File: config.mk
export PLATFORM = sky130hd
export DESIGN_NAME = ftnmf_recon
export DESIGN_NICKNAME = d
export VERILOG_FILES = /design/src/rtl/ftnmf_pkg.sv /design/src/rtl/ftnmf_grid_buf.sv /design/src/rtl/ftnmf_seq.sv /design/src/rtl/ftnmf_mac.sv /design/src/rtl/ftnmf_recon.sv
export SDC_FILE = /design/constraint.sdc
export NUM_CORES = 1
export LEC_CHECK = 0
export ABC_AREA = 1
export CAP_MARGIN = 20
export CORE_ASPECT_RATIO = 0.7
export CORE_MARGIN = 3
export CORE_UTILIZATION = 42
export CTS_BUF_LIST = sky130_fd_sc_hd__clkbuf_4 sky130_fd_sc_hd__clkbuf_8
export DETAILED_ROUTE_END_ITERATION = 8
export PLACE_DENSITY = 0.66
export RECOVER_POWER = 25
export SLEW_MARGIN = 10
export SYNTH_ARGS = -nofsm -noshare
export SYNTH_HDL_FRONTEND = slang
export SYNTH_SLANG_ARGS = --single-unit
File: constraint.sdc
create_clock -name clk -period 9.8 [get_ports clk]
set_input_delay 0.98 -clock clk [delete_from_list [all_inputs] [get_ports clk]]
set_output_delay 0.98 -clock clk [all_outputs]
set_load 0.02 [all_outputs]
File: src/rtl/ftnmf_pkg.sv
package ftnmf_pkg;
   // Ring of column slots: three for the patch plus one being filled.
   localparam int NSLOT = 4;
   localparam int SLW   = 2;
   localparam int TAPS  = 9;

   // Time offset index (0,1,2 for -1,0,+1) of a tap number 0..8.
   function automatic logic [1:0] tap_time(input logic [3:0] tap);
      if (tap >= 4'd6)      return 2'd2;
      else if (tap >= 4'd3) return 2'd1;
      else                  return 2'd0;
   endfunction
endpackage

File: src/rtl/ftnmf_grid_buf.sv
module ftnmf_grid_buf
   import ftnmf_pkg::*;
#(
   parameter int NF  = 8,
   parameter int NT  = 6,
   parameter int SW  = 10,
   parameter int CSW = 1,
   parameter int RW  = 3,
   parameter int CLW = 3
) (
   input  logic           clk,
   input  logic           rst,
   input  logic           in_valid,
   input  logic [SW-1:0]  in_data,
   input  logic [CSW-1:0] in_cset,
   output logic           col_done,
   input  logic [SLW-1:0] rd_slot,
   input  logic [RW-1:0]  rd_row,
   output logic [SW-1:0]  rd_data,
   input  logic [SLW-1:0] tag_slot,
   output logic [CSW-1:0] tag_cset
);
   localparam int DEPTH = NSLOT * NF;
   localparam int AW    = $clog2(DEPTH);

   logic [SW-1:0]  mem [DEPTH];
   logic [CSW-1:0] slot_cset [NSLOT];
   logic [RW-1:0]  wr_row;
   logic [CLW-1:0] wr_col;
   logic [SLW-1:0] wr_slot;
   logic [CSW-1:0] frame_cset;
   logic [AW-1:0]  wr_addr, rd_addr;
   logic           first_of_frame;

   // Address mapping: plain concatenation when NF is a power of two,
   // a multiply otherwise.
   generate
      if ((1 << RW) == NF) begin : g_pow2
         assign wr_addr = {wr_slot, wr_row};
         assign rd_addr = {rd_slot, rd_row};
      end else begin : g_mult
         assign wr_addr = AW'(int'(wr_slot) * NF + int'(wr_row));
         assign rd_addr = AW'(int'(rd_slot) * NF + int'(rd_row));
      end
   endgenerate

   assign first_of_frame = (wr_row == '0) && (wr_col == '0);

   always_ff @(posedge clk) begin
      if (in_valid) mem[wr_addr] <= in_data;
   end

   always_ff @(posedge clk) begin
      if (rst) begin
         wr_row     <= '0;
         wr_col     <= '0;
         wr_slot    <= '0;
         frame_cset <= '0;
         col_done   <= 1'b0;
         for (int i = 0; i < NSLOT; i++) slot_cset[i] <= '0;
      end else begin
         col_done <= in_valid && (wr_row == RW'(NF-1));
         if (in_valid) begin
            if (first_of_frame) frame_cset <= in_cset;
            if (wr_row == '0)
               slot_cset[wr_slot] <= first_of_frame ? in_cset : frame_cset;
            if (wr_row == RW'(NF-1)) begin
               wr_row  <= '0;
               wr_slot <= wr_slot + 1'b1;
               wr_col  <= (wr_col == CLW'(NT-1)) ? '0 : wr_col + 1'b1;
            end else begin
               wr_row <= wr_row + 1'b1;
            end
         end
      end
   end

   assign rd_data  = mem[rd_addr];
   assign tag_cset = slot_cset[tag_slot];
endmodule

File: src/rtl/ftnmf_seq.sv
module ftnmf_seq
   import ftnmf_pkg::*;
#(
   parameter int NF  = 8,
   parameter int NT  = 6,
   parameter int RW  = 3,
   parameter int CLW = 3
) (
   input  logic           clk,
   input  logic           rst,
   input  logic           col_done,
   output logic           tap_en,
   output logic           tap_first,
   output logic           tap_last,
   output logic           tap_zero,
   output logic [3:0]     tap,
   output logic [SLW-1:0] rd_slot,
   output logic [RW-1:0]  rd_row,
   output logic [SLW-1:0] ctr_slot,
   output logic [RW-1:0]  sym_row,
   output logic [CLW-1:0] sym_col
);
   logic           run;
   logic [SLW-1:0] e_slot;
   logic [CLW-1:0] e_col;
   logic [RW-1:0]  row;
   logic [2:0]     ahead;
   logic           start, retire;
   logic [1:0]     tap_t, tap_f;
   logic [RW:0]    rsum;

   always_comb begin
      tap_t = tap_time(tap);
      tap_f = 2'(tap - 4'(3 * int'(tap_t)));
   end

   assign retire = run && (tap == 4'd8) && (row == RW'(NF-1));
   assign start  = !run && ((ahead >= 3'd2) ||
                   ((ahead != 3'd0) && (e_col == CLW'(NT-1))));

   always_ff @(posedge clk) begin
      if (rst) begin
         run    <= 1'b0;
         e_slot <= '0;
         e_col  <= '0;
         row    <= '0;
         tap    <= '0;
         ahead  <= '0;
      end else begin
         ahead <= ahead + {2'b00, col_done} - {2'b00, retire};
         if (start) begin
            run <= 1'b1;
            row <= '0;
            tap <= '0;
         end else if (run) begin
            if (tap == 4'd8) begin
               tap <= '0;
               if (row == RW'(NF-1)) begin
                  run    <= 1'b0;
                  row    <= '0;
                  e_slot <= e_slot + 1'b1;
                  e_col  <= (e_col == CLW'(NT-1)) ? '0 : e_col + 1'b1;
               end else begin
                  row <= row + 1'b1;
               end
            end else begin
               tap <= tap + 1'b1;
            end
         end
      end
   end

   assign tap_zero = ((row == '0) && (tap_f == 2'd0)) ||
                     ((row == RW'(NF-1)) && (tap_f == 2'd2)) ||
                     ((e_col == '0) && (tap_t == 2'd0)) ||
                     ((e_col == CLW'(NT-1)) && (tap_t == 2'd2));
   assign rsum      = {1'b0, row} + (RW+1)'(tap_f);
   assign rd_row    = tap_zero ? '0 : RW'(rsum - 1'b1);
   assign rd_slot   = e_slot + SLW'(tap_t) + SLW'(NSLOT-1);
   assign ctr_slot  = e_slot;
   assign tap_en    = run;
   assign tap_first = run && (tap == 4'd0);
   assign tap_last  = run && (tap == 4'd8);
   assign sym_row   = row;
   assign sym_col   = e_col;
endmodule

File: src/rtl/ftnmf_mac.sv
module ftnmf_mac #(
   parameter int SW       = 10,
   parameter int CW       = 12,
   parameter int OW       = 16,
   parameter int SH       = 4,
   parameter int ROUND_EN = 1,
   parameter int RW       = 3,
   parameter int CLW      = 3
) (
   input  logic           clk,
   input  logic           rst,
   input  logic           tap_en,
   input  logic           tap_first,
   input  logic           tap_last,
   input  logic           tap_zero,
   input  logic [SW-1:0]  smp,
   input  logic [CW-1:0]  coef,
   input  logic [RW-1:0]  sym_row,
   input  logic [CLW-1:0] sym_col,
   output logic           est_valid,
   output logic [OW-1:0]  est_data,
   output logic [RW-1:0]  est_row,
   output logic [CLW-1:0] est_col
);
   localparam int AW = SW + CW + 4;
   localparam logic signed [AW-1:0] OMAX = AW'(2**(OW-1) - 1);
   localparam logic signed [AW-1:0] OMIN = -OMAX - AW'(1);

   logic signed [AW-1:0] acc, prod, total, scaled, clamped;

   assign prod  = tap_zero ? '0 : AW'($signed(smp)) * AW'($signed(coef));
   assign total = (tap_first ? '0 : acc) + prod;

   generate
      if (ROUND_EN != 0) begin : g_round
         localparam logic signed [AW-1:0] HALF = AW'(2**(SH-1));
         assign scaled = (total + HALF) >>> SH;
      end else begin : g_trunc
         assign scaled = total >>> SH;
      end
   endgenerate

   always_comb begin
      if (scaled > OMAX)      clamped = OMAX;
      else if (scaled < OMIN) clamped = OMIN;
      else                    clamped = scaled;
   end

   always_ff @(posedge clk) begin
      if (rst) begin
         acc       <= '0;
         est_valid <= 1'b0;
         est_data  <= '0;
         est_row   <= '0;
         est_col   <= '0;
      end else begin
         est_valid <= tap_last;
         if (tap_en) acc <= total;
         if (tap_last) begin
            est_data <= clamped[OW-1:0];
            est_row  <= sym_row;
            est_col  <= sym_col;
         end
      end
   end
endmodule

File: src/rtl/ftnmf_recon.sv
module ftnmf_recon
   import ftnmf_pkg::*;
#(
   parameter int NF       = 8,
   parameter int NT       = 6,
   parameter int SW       = 10,
   parameter int CW       = 12,
   parameter int OW       = 16,
   parameter int SH       = 4,
   parameter int ROUND_EN = 1,
   parameter int NSET     = 2,
   parameter logic [NSET*9*CW-1:0] COEF_TABLE = {
      -12'sd120, 12'sd350, -12'sd120, 12'sd450, 12'sd1024, 12'sd450,
      -12'sd120, 12'sd350, -12'sd120,
      -12'sd60,  12'sd200, -12'sd60,  12'sd300, 12'sd1024, 12'sd300,
      -12'sd60,  12'sd200, -12'sd60},
   localparam int RW  = $clog2(NF),
   localparam int CLW = $clog2(NT),
   localparam int CSW = (NSET > 1) ? $clog2(NSET) : 1
) (
   input  logic           clk,
   input  logic           rst,
   input  logic           in_valid,
   input  logic [SW-1:0]  in_data,
   input  logic [CSW-1:0] in_cset,
   output logic           est_valid,
   output logic [OW-1:0]  est_data,
   output logic [RW-1:0]  est_row,
   output logic [CLW-1:0] est_col
);
   generate
      if (NF < 2)            begin : g_bad_nf   $error("NF must be at least 2");        end
      if (NT < 2)            begin : g_bad_nt   $error("NT must be at least 2");        end
      if (SH < 1)            begin : g_bad_sh   $error("SH must be at least 1");        end
      if (OW > 24 || OW < 2) begin : g_bad_ow   $error("OW must lie in 2..24");         end
      if (OW > SW + CW + 4)  begin : g_bad_acc  $error("OW exceeds accumulator width"); end
      if (NSET < 1)          begin : g_bad_set  $error("NSET must be at least 1");      end
   endgenerate

   logic           col_done, tap_en, tap_first, tap_last, tap_zero;
   logic [3:0]     tap;
   logic [SLW-1:0] rd_slot, ctr_slot;
   logic [RW-1:0]  rd_row, sym_row;
   logic [CLW-1:0] sym_col;
   logic [SW-1:0]  rd_data;
   logic [CSW-1:0] tag_cset, cs_eff;
   logic [CW-1:0]  coef;

   ftnmf_grid_buf #(.NF(NF), .NT(NT), .SW(SW), .CSW(CSW), .RW(RW), .CLW(CLW)) buf_i (
      .clk(clk), .rst(rst), .in_valid(in_valid), .in_data(in_data), .in_cset(in_cset),
      .col_done(col_done), .rd_slot(rd_slot), .rd_row(rd_row), .rd_data(rd_data),
      .tag_slot(ctr_slot), .tag_cset(tag_cset));

   ftnmf_seq #(.NF(NF), .NT(NT), .RW(RW), .CLW(CLW)) seq_i (
      .clk(clk), .rst(rst), .col_done(col_done), .tap_en(tap_en), .tap_first(tap_first),
      .tap_last(tap_last), .tap_zero(tap_zero), .tap(tap), .rd_slot(rd_slot),
      .rd_row(rd_row), .ctr_slot(ctr_slot), .sym_row(sym_row), .sym_col(sym_col));

   assign cs_eff = (int'(tag_cset) < NSET) ? tag_cset : '0;
   assign coef   = COEF_TABLE[(int'(cs_eff) * TAPS + int'(tap)) * CW +: CW];

   ftnmf_mac #(.SW(SW), .CW(CW), .OW(OW), .SH(SH), .ROUND_EN(ROUND_EN),
               .RW(RW), .CLW(CLW)) mac_i (
      .clk(clk), .rst(rst), .tap_en(tap_en), .tap_first(tap_first), .tap_last(tap_last),
      .tap_zero(tap_zero), .smp(rd_data), .coef(coef), .sym_row(sym_row),
      .sym_col(sym_col), .est_valid(est_valid), .est_data(est_data),
      .est_row(est_row), .est_col(est_col));
endmodule

==> results of run 1 <==
-- sequential cells by signal, summed over array words and instances (netlist names), 2 cells and up, named ones only --
signal and count:
buf_i.wr_row 3, seq_i.tap 4, seq_i.sym_col 3, seq_i.ctr_slot 2, mac_i.est_row 3, seq_i.sym_row 3, mac_i.est_col 3, buf_i.slot_cset 4
mac_i.est_data 16, buf_i.wr_slot 2, buf_i.wr_col 3, buf_i.mem 320, mac_i.acc 25, seq_i.ahead 3
-- timing repair --
action | CTS | global route
endpoints found under the setup margin | 29 | 33
cloned | 5 | 2
endpoints found under the hold margin | 0 | 0
hold buffers | 0 | 0
buffers inserted | 64 | 28
gates resized for setup | 350 | 215
pin swaps | 200 | 150
-- cell type report --
class | count | area, um^2 | share of cell area (%)
clock buffer | 85 | 1045 | 3.259
clock inverter | 30 | 256.5 | 0.8002
inverter | 395 | 1548 | 4.829
multi-input combinational | 1836 | 12970 | 40.46
sequential | 400 | 11260 | 35.14
tap | 740 | 925.9 | 2.889
timing repair buffer | 457 | 4048 | 12.63
-- through the flow --
stage | std cells | cell area [um^2] | power, mW | setup TNS [ps]
5_1_grt | 3943 | 32050 | 5.478 | -20690
6_report | 3943 | 32050 | 5.210 | -10970
2_1_floorplan | 2718 | 24220 | 2.656 | 0
4_1_cts | 3915 | 31040 | 5.072 | -9344
3_5_place_dp | 3734 | 27720 | 3.157 | -29470
3_3_place_gp | 3734 | 27720 | 3.128 | -25880
-- routing by layer --
layer / track usage, % / part of all wire (%) / up-vias
met5: 0 / 0.081 / -
li1: - / - / 9786
met3: 9.701 / 14 / 107
met1: 37.77 / 45 / 10360
met4: 5.709 / 1.8 / 2
met2: 34.22 / 39 / 1011
-- worst paths after layout --
kind	endpoint	slack (ps)	cells after the start
max	mac_i.est_data[8]	-710	66
min	mac_i.acc[1]	460	2
max reg2reg	mac_i.est_data[8]	-710	66
min reg2reg	mac_i.acc[1]	460	2
-- power by group --
group / total (mW) / internal (mW) / switching (mW)
logic: 1.87 / 0.899 / 0.975
clock network: 1.48 / 0.781 / 0.703
registers: 1.85 / 1.85 / 0.00413
total: 5.21 / 3.53 / 1.68
-- synthesized netlist by cell type, types with 18 or more instances --
cell type / instances
a21oi_1: 100
buf_2: 36
clkbuf_1: 25
dfxtp_1: 76
edfxtp_1: 324
fa_1: 103
ha_1: 109
inv_1: 380
nand2_1: 659
nand2_2: 19
nand3_1: 339
nand4_1: 35
nor2_1: 241
o211ai_1: 18
o21ai_0: 77
xor2_1: 19
-- logic make-up (layout without fill, tap and decap cells) --
| family | Yosys count | after routing | share of synthesized area (%) |
|---|---|---|---|
| and+or+nand+nor | 1355 | 1356 | 24.19 |
| buffers and inverters | 483 | 967 | 8.095 |
| DFF | 400 | 400 | 46.57 |
| AOI/OAI and AO/OA | 230 | 230 | 5.516 |
| adders and majority gates | 212 | 212 | 14.18 |
| xor gates and xnor gates | 37 | 37 | 1.404 |
| muxes | 1 | 1 | 0.04144 |
-- critical path, delay by kind of cell (launching register included) --
kind	cells	cell delay, ps
XOR/XNOR	5	800
flip-flops	1	380
adder cells (fa/ha/maj)	12	4120
AND/OR/NAND/NOR	29	2860
buffers and inverters	14	1400
AO/OA/AOI/OAI	6	820
==> qor.yml, run 1 <==
start_util_pct: 43.11
drv_cap: 10
wirelength_um: 77880
p_per_area_mw_per_mm2: 162.5
slowest_stage: "fa_2"
synth-edff-count: 324
vias: 21270
cpPeakStageDelay_ps: 580
cts_root_buf: "clkbuf_8"
ios: 37
wl_per_cell_um: 19.75
yosys_warnings: 0
ys_async_sr_fraction_pct: 0
overflow: 0
synthCells: 2718
syn_avg_cell_area_um2: 8.888
final_util_pct: 57.20
synth_top_area_share_pct: 40.27
synth-seq-area-share_pct: 46.57
leakage_nw: 13.78
drive_gt1_share_pct: 30.32
grt_pass1_wl_um: 117500
clock_latency_ps: 730
grtUsageTotal_pct: 25.24
worstMarginPinSlew_ps: 1938
slew_headroom_pct: -29.22
criticalPathCategory: "reg -> reg"
end_kind: "flop"
crit_top_cell: "nor2_4"
holdWs_ps: 461.7
clock.fmax_mhz: 95.16
peakVddDrop_v: 0.0001821
clock_skew_ps: 52.61
finalCritPeriodShare_pct: 107.2
status: "finished with violations"
arrival_ps: 11080
worst-path-max-fanout: 8
coreArea_mm2: 0.05603
min_from: "mac_i.acc[1]"
hold_violations: 0
gp_congestion: 1.008
fin_crit_ps: 10510
violations: "capacitance limit, slew limit, setup timing"
synth_flop_cell: "edfxtp_1"
dr.pass1.iters: 7
synth-seq-cells: 400
synth.area.top_cells: "edfxtp_1 (40%), nand2_1 (10%), fa_1 (8.5%)"
cts_made_buffers: 61
start_kind: "flop"
crit_path_start: "seq_i.tap[0]"
layout_setup_ws_ps: -709.1
cts_buffer_depth: 3
setup_viol: 18
clk_pin_slew_ps: 70
synthesis.area_mm2: 0.02416
vias_per_cell: 5.393
required_ps: 10370
timing.rr.start: "seq_i.tap[0]"
diodes: 0
cts_tree: "yes"
drc_errors: 0
nFillCells: 4728
syn-num-nets: 2944
area.growth.synth_to_final_pct: 32.68
place_hpwl_um: 54850
die_area_mm2: 0.06048
htreeDepth: 2
io_buffers: 36
final_nets: 3377
post_synth_num_cell_types: 56
die_w_um: 292.7
synth_top_area_cell: "edfxtp_1"
rsz0062_at_grt: "true"
drtIter0Drc: 2398
final_common_cell: "nand2_1"
grt_pass1_vias: 20680
grt_antenna_before_repair: 2
cts.sinks: 400
slew_violations: 330
final_cell_mix: "nand2_1 (552), buf_4 (346), inv_1 (337)"
min_path_type: "reg -> reg"
fp-row-count: 72
ant_nets: 0
dp_slack_ps: -1658
grt_max_degree: 50
die_y_um: 206.7
Power figures use the tool's default switching activity.
==> run 2: changes to the inputs <==
--- a/config.mk
+++ b/config.mk
@@ -9,12 +9,13 @@
 export CAP_MARGIN = 20
 export CORE_ASPECT_RATIO = 0.7
 export CORE_MARGIN = 3
-export CORE_UTILIZATION = 42
+export CORE_UTILIZATION = 30
 export CTS_BUF_LIST = sky130_fd_sc_hd__clkbuf_4 sky130_fd_sc_hd__clkbuf_8
 export DETAILED_ROUTE_END_ITERATION = 8
-export PLACE_DENSITY = 0.66
+export PLACE_DENSITY = 0.51
 export RECOVER_POWER = 25
 export SLEW_MARGIN = 10
 export SYNTH_ARGS = -nofsm -noshare
 export SYNTH_HDL_FRONTEND = slang
+export SYNTH_HIERARCHICAL = 1
 export SYNTH_SLANG_ARGS = --single-unit
==> constraint.sdc (replaced) <==
create_clock -name clk -period 12.04 [get_ports clk]
set_input_delay 1.204 -clock clk [delete_from_list [all_inputs] [get_ports clk]]
set_output_delay 1.204 -clock clk [all_outputs]
set_load 0.02 [all_outputs]
==> run 2 against run 1 <==
  * The run ends with capacitance limit, slew limit left
  * Flip-flop and latch count is 1 lower
  * Combinational power is 29% lower
  * Critical path depth is 4 higher
  * Power is 22% lower
  * Via count is 6.5% lower
  * Routed wire length is 4.3% lower
  * Setup slack better by 1500 ps
  * Sequential share of layout area is 3.4 points higher
  * Global-route usage is 8.6 points lower
  * Final area is 9.1% lower
  * Sequential power is 18% lower
  * Clock power is 16% lower
  * Largest power group is now registers
==> qor.yml, run 2 <==
die_area_mm2: 0.08664
ys_async_sr_fraction_pct: 0
largest_register_ffs: 320
yosysMostFrequentCell: "nand2_1"
synth_top_area_cell: "edfxtp_1"
violations: "capacitance limit, slew limit"
r2r_cells: 70
vias_per_cell: 4.760
criticalPathCategory: "reg -> reg"
leakage_nw: 12.87
worstMarginPinSlew_ps: 2008
worst_r2r_endpoint: "mac_i/est_data[12]"
reg.largest.list: "buf_i/mem x320, mac_i/acc x26, mac_i/est_data x16"
final_nets: 3295
ant_nets: 0
fin_crit_ps: 11290
end_kind: "flop"
post_synth_num_cell_types: 45
required_ps: 12570
io_buffers: 36
syn_avg_cell_area_um2: 8.439
slowest_stage: "fa_1"
clk_pin_slew_ps: 60
holdPathStages: 2
hold_end: "mac_i/acc[0]"
finalCritPeriodShare_pct: 93.80
grt_pass1_wl_um: 111000
busiest_layer: "met1"
min_path_type: "reg -> reg"
grt_max_degree: 60
ios: 37
grtUsageTotal_pct: 16.67
grt_antenna_before_repair: 2
grt_use_met3_pct: 4.419
synth_flop_cell: "edfxtp_1"
p_sw_mw: 1.394
synthesis.area_mm2: 0.02493
seq_power_share_pct: 37.1
final_common_cell: "nand2_1"
switching_share_pct: 34.28
cts.sinks: 399
intPower_mw: 2.672
vias: 19880
grt_pass1_vias: 18640
synth-seq-area-share_pct: 45.05
ys_top_cells_by_count: "nand2_1 (898), inv_1 (448), edfxtp_1 (324)"
fp-row-count: 87
setup_viol: 0
nFillCells: 8415
slew_headroom_pct: -33.90
grt_use_met2_pct: 21.98
overflow: 0
worst-path-max-fanout: 11
p_per_area_mw_per_mm2: 139.6
rrSetupSlack_ps: 750
clkPwrFrac_pct: 30.4
holdWs_ps: 453.8
syn-num-nets: 3188
cpPeakStageDelay_ps: 560
drive_gt1_share_pct: 12.02
synth-seq-cells: 399
drtIter0Drc: 1960
peakVddDrop_v: 0.0001969
synth_top_area_share_pct: 39.03
largest_register: "buf_i/mem"
clock_latency_ps: 650
slew_violations: 332
drc_errors: 0
place_hpwl_um: 50680
power_mw: 4.066
min_from: "mac_i/acc[0]"
start_util_pct: 30.61
coreArea_mm2: 0.08142
synthCells: 2954
cts_tree: "yes"
wirelength_um: 74560
clock_skew_ps: 30.64
start_kind: "flop"
area.growth.synth_to_final_pct: 16.89
die_w_um: 350.5
cts_made_buffers: 70
wl_per_cell_um: 17.85
clock.fmax_mhz: 88.55
status: "finished with violations"
cts_buffer_depth: 3
die_y_um: 247.2
drv_cap: 10
hold_violations: 0
yosys_warnings: 6
gp_congestion: 0.9013
synth-edff-count: 324
synth.area.top_cells: "edfxtp_1 (39%), nand2_1 (14%), fa_1 (8.8%)"
final_cell_mix: "nand2_1 (865), inv_1 (444), edfxtp_1 (324)"
crit_top_cell: "nand2_1"
dr.pass1.iters: 5
cts_root_buf: "clkbuf_8"
final_util_pct: 35.78
timing.rr.start: "seq_i/tap[1]"
pwr-share-comb_pct: 32.4
use_met1_pct: 26.49
arrival_ps: 11820
htreeDepth: 3
[run 2: stage by stage]
step                area (um^2)  std cells  setup slack [ps]  setup TNS [ps]
global placement          26740       4012             35.67               0
finish                    29140       4176             746.9               0
global route              29130       4173            -50.02          -71.59
floorplan                 24930       2954              1502               0
CTS                       28120       4130            0.7674               0
detailed placement        26760       4014            -18.64          -97.02
[run 2: cell families after synthesis]
family                     count (synthesis)  share of synthesized area [%]
other                                      1                        0.01504
adders and majority gates                220                          14.33
xor gates and xnor gates                  45                          1.611
buffers and inverters                    571                          9.256
and+or+nand+nor                         1535                          25.89
DFF                                      399                          45.05
AOI/OAI and AO/OA                        183                          3.850
[run 2: cell type report]
class / count / area [um^2] / area share (%)
antenna: 4 / 10.01 / 0.03435
clock buffer: 87 / 1104 / 3.788
clock inverter: 28 / 217.7 / 0.7472
inverter: 461 / 1753 / 6.016
multi-input combinational: 1985 / 11920 / 40.92
sequential: 399 / 11230 / 38.56
tap: 1068 / 1336 / 4.586
timing repair buffer: 143 / 1553 / 5.329
timing repair inverter: 1 / 6.256 / 0.02147
[run 2: worst max path at each step]
stage,from,to,slack (ps),cells after the start
global route,seq_i/tap[0],mac_i/est_data[0],-50,78
global placement,seq_i/tap[0],mac_i/est_data[9],40,71
detailed placement,seq_i/tap[0],mac_i/est_data[10],-20,71
finish,seq_i/tap[1],mac_i/est_data[12],750,70
CTS,seq_i/tap[0],mac_i/est_data[10],0.8,71
floorplan,seq_i/tap[1],mac_i/est_data[12],1500,72
[run 2: repair_timing]
action,in CTS,in global routing
pin swaps,0,28
gates cloned,1,9
setup buffers,0,25
hold buffers,0,0
endpoints found under the setup margin,15,20
resized for setup,3,150
[run 2: layer usage]
| layer | part of all wire [%] | routed length [um] |
|---|---|---|
| met2 | 38 | 28190 |
| met5 | 0 | 0 |
| met1 | 51 | 38330 |
| met4 | 1.4 | 1080 |
| met3 | 9.3 | 6957 |
[run 2: power groups by stage]
| stage | Combinational (mW) | Clock, mW | Sequential [mW] |
|---|---|---|---|
| 2_1_floorplan | 0.849 | 0 | 1.54 |
| 3_3_place_gp | 1.16 | 0 | 1.54 |
| 3_5_place_dp | 1.15 | 0 | 1.54 |
| 4_1_cts | 1.16 | 1.27 | 1.51 |
| 5_1_grt | 1.52 | 1.33 | 1.51 |
| 6_report | 1.32 | 1.24 | 1.51 |
[run 2: critical path, delay by kind of cell, from the launching register on]
| family | cells | cell delay [ps] |
|---|---|---|
| flops | 1 | 330 |
| fa+ha+maj | 12 | 4400 |
| buf+inv | 16 | 1450 |
| compound gates | 5 | 720 |
| simple gates | 37 | 4230 |
